==> config.mk <==
export PLATFORM = sky130hd
export DESIGN_NAME = lcd_spi_tx
export DESIGN_NICKNAME = d
export VERILOG_FILES = /design/src/rtl/lcd_tx_pkg.sv /design/src/rtl/lcd_half_timer.sv /design/src/rtl/lcd_bit_seq.sv /design/src/rtl/lcd_link_ctl.sv /design/src/rtl/lcd_spi_tx.sv
export SDC_FILE = /design/constraint.sdc
export NUM_CORES = 1
export LEC_CHECK = 0
export BUFFER_PORTS_ARGS = -buffer_cell sky130_fd_sc_hd__buf_2
export CAP_MARGIN = 5
export CORE_MARGIN = 3
export CORE_UTILIZATION = 45
export DETAILED_ROUTE_END_ITERATION = 10
export PLACE_DENSITY = 0.66
export SLEW_MARGIN = 20
export SYNTH_ARGS = -nofsm -noshare
export SYNTH_HDL_FRONTEND = slang
export SYNTH_SLANG_ARGS = --single-unit
==> constraint.sdc <==
create_clock -name clk -period 1.06 [get_ports clk]
set_input_delay 0.053 -clock clk [delete_from_list [all_inputs] [get_ports clk]]
set_output_delay 0.053 -clock clk [all_outputs]
set_load 0.05 [all_outputs]
==> src/rtl/lcd_tx_pkg.sv <==
package lcd_tx_pkg;

  // link controller states
  typedef enum logic [1:0] {
    LK_IDLE  = 2'd0,   // chip select high, waiting for a first byte
    LK_OPEN  = 2'd1,   // chip select low, waiting for the next byte of a group
    LK_SHIFT = 2'd2    // a byte is on the wire
  } link_state_t;

  // half periods in one byte: one setup half, then a low and a high half per bit
  function automatic int unsigned halves_per_byte(input int unsigned word_w);
    return 2 * word_w + 1;
  endfunction

endpackage

==> src/rtl/lcd_half_timer.sv <==
module lcd_half_timer #(
  parameter int unsigned HALF_DIV = 4
) (
  input  logic clk,
  input  logic rst_n,
  input  logic run,
  output logic tick
);
  localparam int unsigned CW  = (HALF_DIV > 1) ? $clog2(HALF_DIV) : 1;
  localparam logic [CW-1:0] TOP = CW'(HALF_DIV - 1);

  logic [CW-1:0] cnt_q, cnt_d;
  logic          cnt_en;

  assign tick = run && (cnt_q == TOP);

  always_comb begin
    cnt_en = 1'b1;
    if (!run || tick) cnt_d = '0;
    else              cnt_d = cnt_q + CW'(1);
  end

  always_ff @(posedge clk or negedge rst_n) begin
    if (!rst_n)      cnt_q <= '0;
    else if (cnt_en) cnt_q <= cnt_d;
  end
endmodule

==> src/rtl/lcd_bit_seq.sv <==
module lcd_bit_seq #(
  parameter int unsigned WORD_W = 8
) (
  input  logic              clk,
  input  logic              rst_n,
  input  logic              load,
  input  logic [WORD_W-1:0] load_byte,
  input  logic              tick,
  output logic              sclk,
  output logic              mosi,
  output logic              byte_done
);
  localparam int unsigned LAST_PH = lcd_tx_pkg::halves_per_byte(WORD_W) - 1;
  localparam int unsigned PW      = $clog2(LAST_PH + 1);
  localparam logic [PW-1:0] LAST  = PW'(LAST_PH);

  logic [PW-1:0]     ph_q, ph_d;
  logic [WORD_W-1:0] sh_q, sh_d;
  logic              sclk_q, sclk_d;
  logic              mosi_q, mosi_d;
  logic              upd_en;

  assign sclk      = sclk_q;
  assign mosi      = mosi_q;
  assign byte_done = tick && (ph_q == LAST);
  assign upd_en    = load || tick;

  always_comb begin
    ph_d   = ph_q;
    sh_d   = sh_q;
    sclk_d = sclk_q;
    mosi_d = mosi_q;
    if (load) begin
      ph_d   = '0;
      sh_d   = load_byte;
      sclk_d = 1'b1;
      mosi_d = load_byte[WORD_W-1];
    end else if (tick) begin
      if (ph_q == LAST) begin
        ph_d   = '0;
        sclk_d = 1'b1;
      end else begin
        ph_d = ph_q + PW'(1);
        if (!ph_q[0]) begin
          // falling edge: next bit goes out
          sclk_d = 1'b0;
          mosi_d = sh_q[WORD_W-1];
          sh_d   = {sh_q[WORD_W-2:0], 1'b0};
        end else begin
          sclk_d = 1'b1;
        end
      end
    end
  end

  always_ff @(posedge clk or negedge rst_n) begin
    if (!rst_n) begin
      ph_q   <= '0;
      sh_q   <= '0;
      sclk_q <= 1'b1;
      mosi_q <= 1'b0;
    end else if (upd_en) begin
      ph_q   <= ph_d;
      sh_q   <= sh_d;
      sclk_q <= sclk_d;
      mosi_q <= mosi_d;
    end
  end
endmodule

==> src/rtl/lcd_link_ctl.sv <==
module lcd_link_ctl (
  input  logic clk,
  input  logic rst_n,
  input  logic in_valid,
  input  logic in_is_data,
  input  logic in_last,
  input  logic byte_done,
  output logic in_ready,
  output logic load,
  output logic run,
  output logic cs_n,
  output logic dc
);
  import lcd_tx_pkg::*;

  link_state_t st_q, st_d;
  logic        cs_n_q, cs_n_d;
  logic        dc_q, dc_d;
  logic        last_q, last_d;

  assign in_ready = (st_q != LK_SHIFT);
  assign load     = in_valid && in_ready;
  assign run      = (st_q == LK_SHIFT);
  assign cs_n     = cs_n_q;
  assign dc       = dc_q;

  always_comb begin
    st_d   = st_q;
    cs_n_d = cs_n_q;
    dc_d   = dc_q;
    last_d = last_q;
    case (st_q)
      LK_IDLE, LK_OPEN: begin
        if (load) begin
          st_d   = LK_SHIFT;
          cs_n_d = 1'b0;
          dc_d   = in_is_data;
          last_d = in_last;
        end
      end
      LK_SHIFT: begin
        if (byte_done) begin
          if (last_q) begin
            st_d   = LK_IDLE;
            cs_n_d = 1'b1;
          end else begin
            st_d = LK_OPEN;
          end
        end
      end
      default: st_d = LK_IDLE;
    endcase
  end

  always_ff @(posedge clk or negedge rst_n) begin
    if (!rst_n) begin
      st_q   <= LK_IDLE;
      cs_n_q <= 1'b1;
      dc_q   <= 1'b0;
      last_q <= 1'b0;
    end else begin
      st_q   <= st_d;
      cs_n_q <= cs_n_d;
      dc_q   <= dc_d;
      last_q <= last_d;
    end
  end
endmodule

==> src/rtl/lcd_spi_tx.sv <==
module lcd_spi_tx #(
  parameter int unsigned HALF_DIV = 4,
  parameter int unsigned WORD_W   = 8
) (
  input  logic              clk,
  input  logic              rst_n,
  input  logic              in_valid,
  output logic              in_ready,
  input  logic [WORD_W-1:0] in_byte,
  input  logic              in_is_data,
  input  logic              in_last,
  input  logic              panel_rst_req,
  output logic              spi_cs_n,
  output logic              spi_sclk,
  output logic              spi_mosi,
  output logic              spi_dc,
  output logic              panel_rst_n
);
  // reset: asserted asynchronously, released on a clock edge
  logic [1:0] rsync_q;
  logic       rst_i_n;

  always_ff @(posedge clk or negedge rst_n) begin
    if (!rst_n) rsync_q <= 2'b00;
    else        rsync_q <= {rsync_q[0], 1'b1};
  end
  assign rst_i_n = rsync_q[1];

  logic ready_i, load, run, tick, byte_done;

  lcd_link_ctl u_ctl (
    .clk        (clk),
    .rst_n      (rst_i_n),
    .in_valid   (in_valid),
    .in_is_data (in_is_data),
    .in_last    (in_last),
    .byte_done  (byte_done),
    .in_ready   (ready_i),
    .load       (load),
    .run        (run),
    .cs_n       (spi_cs_n),
    .dc         (spi_dc)
  );

  lcd_half_timer #(.HALF_DIV(HALF_DIV)) u_tmr (
    .clk   (clk),
    .rst_n (rst_i_n),
    .run   (run),
    .tick  (tick)
  );

  lcd_bit_seq #(.WORD_W(WORD_W)) u_seq (
    .clk       (clk),
    .rst_n     (rst_i_n),
    .load      (load),
    .load_byte (in_byte),
    .tick      (tick),
    .sclk      (spi_sclk),
    .mosi      (spi_mosi),
    .byte_done (byte_done)
  );

  assign in_ready = ready_i;

  // panel reset: registered, held low while the block is in reset
  logic prst_n_q;
  always_ff @(posedge clk or negedge rst_i_n) begin
    if (!rst_i_n) prst_n_q <= 1'b0;
    else          prst_n_q <= !panel_rst_req;
  end
  assign panel_rst_n = prst_n_q;

endmodule

==> summary.txt <==
Max layer used: met4
HP Start: in_byte[7]
Clock sinks: 25
Period utilization: 1.397
Vias: 1187
YS warnings: 0
Max FO, Critical Path: 5
WHS Endpoint: u_seq.mosi$_DFFE_PN0P_
Top post-synthesis cells by area: dfrtp_1 46%, o211ai_2 7.9%, nand3_1 4.4%
CTS H-tree lvls: 1
Initial core utilization: 0.4907
Core area: 2567 sq um
Post-Syn Area per Cell: 10.96 sq um
Number of enable flip-flop cells after synthesis: 0
Reg-to-reg endpoint: u_seq.sh_q[1]$_DFFE_PN0P_
Die W: 58.92 um
Die H: 58.92 um
Clock Tree Buf Depth: 2
Worst Path Arrival: 1690 ps
RR Startpoint: u_seq.ph_q[0]$_DFFE_PN0P_
Share of cells above drive strength 1: 0.5707
Mapped cell area: 1260 sq um
Setup violators final: 25
Failing checks: setup timing
Ys async rst share: 1.000
Max Clock Freq: 0.6754 GHz
Hold crit path type: input pin to flip-flop
Ant. Diodes: 0
WL met2: 1.879 mm
Detailed Route Iter0 Violations: 44
Root buf cell: clkbuf_4
Vias in the first global route: 1137
Number of hold violations in the final report: 0
Status: finished with violations
Yosys top cell area share: 0.4568
CP max-delay cell: dfrtp_1
Crit path required time: 1270 ps
Layout overhead on the synthesized area: 61.77%
Clock buffer count from CTS: 3
Lkg Pwr: 0.9104 nW
DRT Wirelength: 3.517 mm
Hold slack final: 28.12 ps
CP peak stage delay: 400 ps
Met3 WL: 153 um
R2R setup slack: -420 ps
Vias per cell: 5.547
WS Path Type: flip-flop to flip-flop
Fin Clk Skew: 10.87 ps
IO Port Bufs: 19
Routed len/inst: 16.43 um
First-pass GRT wire length: 5.209 mm
Clock slew at reported path FFs: 150 ps
Fin area: 2038 sq um
Fin. max-slew vios: 0
Initial antenna violation count: 0
Tot Pwr: 5.751 mW
Pin count of the biggest net entering global routing: 17
Worst-skew pair later-pin latency: 330 ps
# fillers: 154
Critical path endpoint category: flip-flop
Reg2reg path depth: 7
Placer congestion estimate: 0.7983
Register area share after synthesis: 0.4985
Top Ports: 20
Leading register cell type out of synthesis: dfrtp_1
FF+latch count, synth: 25
PD cells: 2821 nW/um^2
Die Area: 3471 sq um
DR DRC count: 0
Commonest non-fill, non-tap cell in the layout: buf_4
GR Util All Layers: 0.2017
Hold path cells: 3
Dpl hpwl: 2.068 mm
Place WS: -358.3 ps
Tmin final: 1481 ps
Setup ws final: -420.5 ps
Net count after synthesis: 132
Final Core Density: 0.7939
Placed Area: 1540 sq um
Pre-antenna DRT Iters: 4
Max-capacitance violation count: 0
Syn Inst Count: 115
Commonest non-fill, non-tap cells in the layout: 31 x buf_4, 23 x dfrtp_1, 15 x buf_2
Maximum vdd ir drop: 2.059 mV
NumNets Final: 202
CTS tree: built
Cell Rows: 18
Crit path cell chain: inv_2 -> ha_4 -> and4bb_4 -> nor3_4 -> buf_6 -> buf_12 -> o211ai_2
Antenna-violating nets left: 0
Post-synth top area cell: dfrtp_1
Crit path launch type: flip-flop
Grt ovf: 0
Count of different cell masters after synthesis: 37
RSZ-0062 raised after global routing: true
Metal1 wirelength: 1.355 mm
==> synthesized netlist by cell type, types with 2 or more instances <==
cell,count
dfrtp_1,23
nand3_1,11
o21ai_0,9
nand4_1,8
o211ai_2,8
inv_1,6
nor2_1,5
o21ai_1,4
buf_2,3
ha_1,3
a31oi_1,2
and2b_4,2
buf_6,2
dfstp_2,2
inv_2,2
mux2_1,2
nand2_1,2
o22ai_1,2
==> through the flow <==
stage | cells | setup TNS, ps
global placement | 176 | -4259
finish | 214 | -6978
CTS | 205 | -5945
detailed placement | 176 | -5206
global route | 214 | -8512
floorplan | 115 | -4469
==> kinds of logic after synthesis <==
family | after synthesis | synth area share
buffers and inverters | 16 | 0.06553
muxes | 2 | 0.01787
and+or+nand+nor | 36 | 0.1817
DFF | 25 | 0.4985
other | 1 | 0.002976
adders and majority gates | 3 | 0.02979
AOI/OAI and AO/OA | 31 | 0.1966
xor gates and xnor gates | 1 | 0.006953
==> state kept, by name, summed over array words and instances (netlist names) <==
signal and cells:
u_tmr.cnt_q 2, panel_rst_n 1, u_seq.sclk 1, u_ctl.dc 1
u_ctl.st_q 2, u_seq.sh_q 8, u_seq.mosi 1, u_ctl.cs_n 1
rsync_q 2, u_ctl.last_q 1, u_seq.ph_q 5
==> routing by layer <==
metal / vias to the layer above / global-route usage
met5: - / 0
met4: 0 / 0.07120
met3: 12 / 0.05921
met2: 28 / 0.3470
met1: 589 / 0.2378
li1: 558 / -
==> critical path, delay by kind of cell (launching register included) <==
| family | cells | cell delay, ps |
|---|---|---|
| AOI/OAI and AO/OA | 1 | 90 |
| DFF | 1 | 400 |
| adders and majority gates | 1 | 160 |
| and+or+nand+nor | 2 | 400 |
| buffers and inverters | 3 | 310 |
==> power by group <==
group | leakage [nW] | total (mW) | switching (mW) | internal [mW]
Clock | 0.0183 | 0.463 | 0.309 | 0.154
Sequential | 0.308 | 1.61 | 0.260 | 1.35
Combinational | 0.584 | 3.67 | 1.75 | 1.93
Total | 0.910 | 5.75 | 2.32 | 3.43
==> worst max-delay path by stage <==
stage,start,end,slack [ps],depth (start not counted)
2_1_floorplan,u_seq.ph_q[0]$_DFFE_PN0P_,u_seq.mosi$_DFFE_PN0P_,-350,6
3_3_place_gp,u_tmr.cnt_q[0]$_DFF_PN0_,u_seq.sh_q[3]$_DFFE_PN0P_,-290,4
3_5_place_dp,u_seq.ph_q[1]$_DFFE_PN0P_,u_seq.sh_q[1]$_DFFE_PN0P_,-360,6
4_1_cts,u_seq.ph_q[1]$_DFFE_PN0P_,u_seq.sh_q[4]$_DFFE_PN0P_,-380,7
5_1_grt,u_seq.ph_q[0]$_DFFE_PN0P_,u_seq.sh_q[1]$_DFFE_PN0P_,-500,7
6_report,u_seq.ph_q[0]$_DFFE_PN0P_,u_seq.sh_q[1]$_DFFE_PN0P_,-420,7
==> repair_timing <==
action	4_1_cts	5_1_grt
hold buffers	12	0
endpoints found under the setup margin	25	25
pin swaps	10	6
endpoints found under the hold margin	12	0
gates cloned	1	0
buffers inserted	13	10
resized for setup	25	20
==> layout make-up <==
type | count | area [sq um] | share of cell area
timing repair buffer | 73 | 625.6 | 0.3069
inverter | 8 | 37.54 | 0.01842
tap | 30 | 37.54 | 0.01842
clock inverter | 1 | 8.758 | 0.004297
clock buffer | 3 | 22.52 | 0.01105
multi-input combinational | 74 | 678.2 | 0.3327
sequential | 25 | 628.1 | 0.3082
No activity file was read; power rests on OpenSTA's default activity.
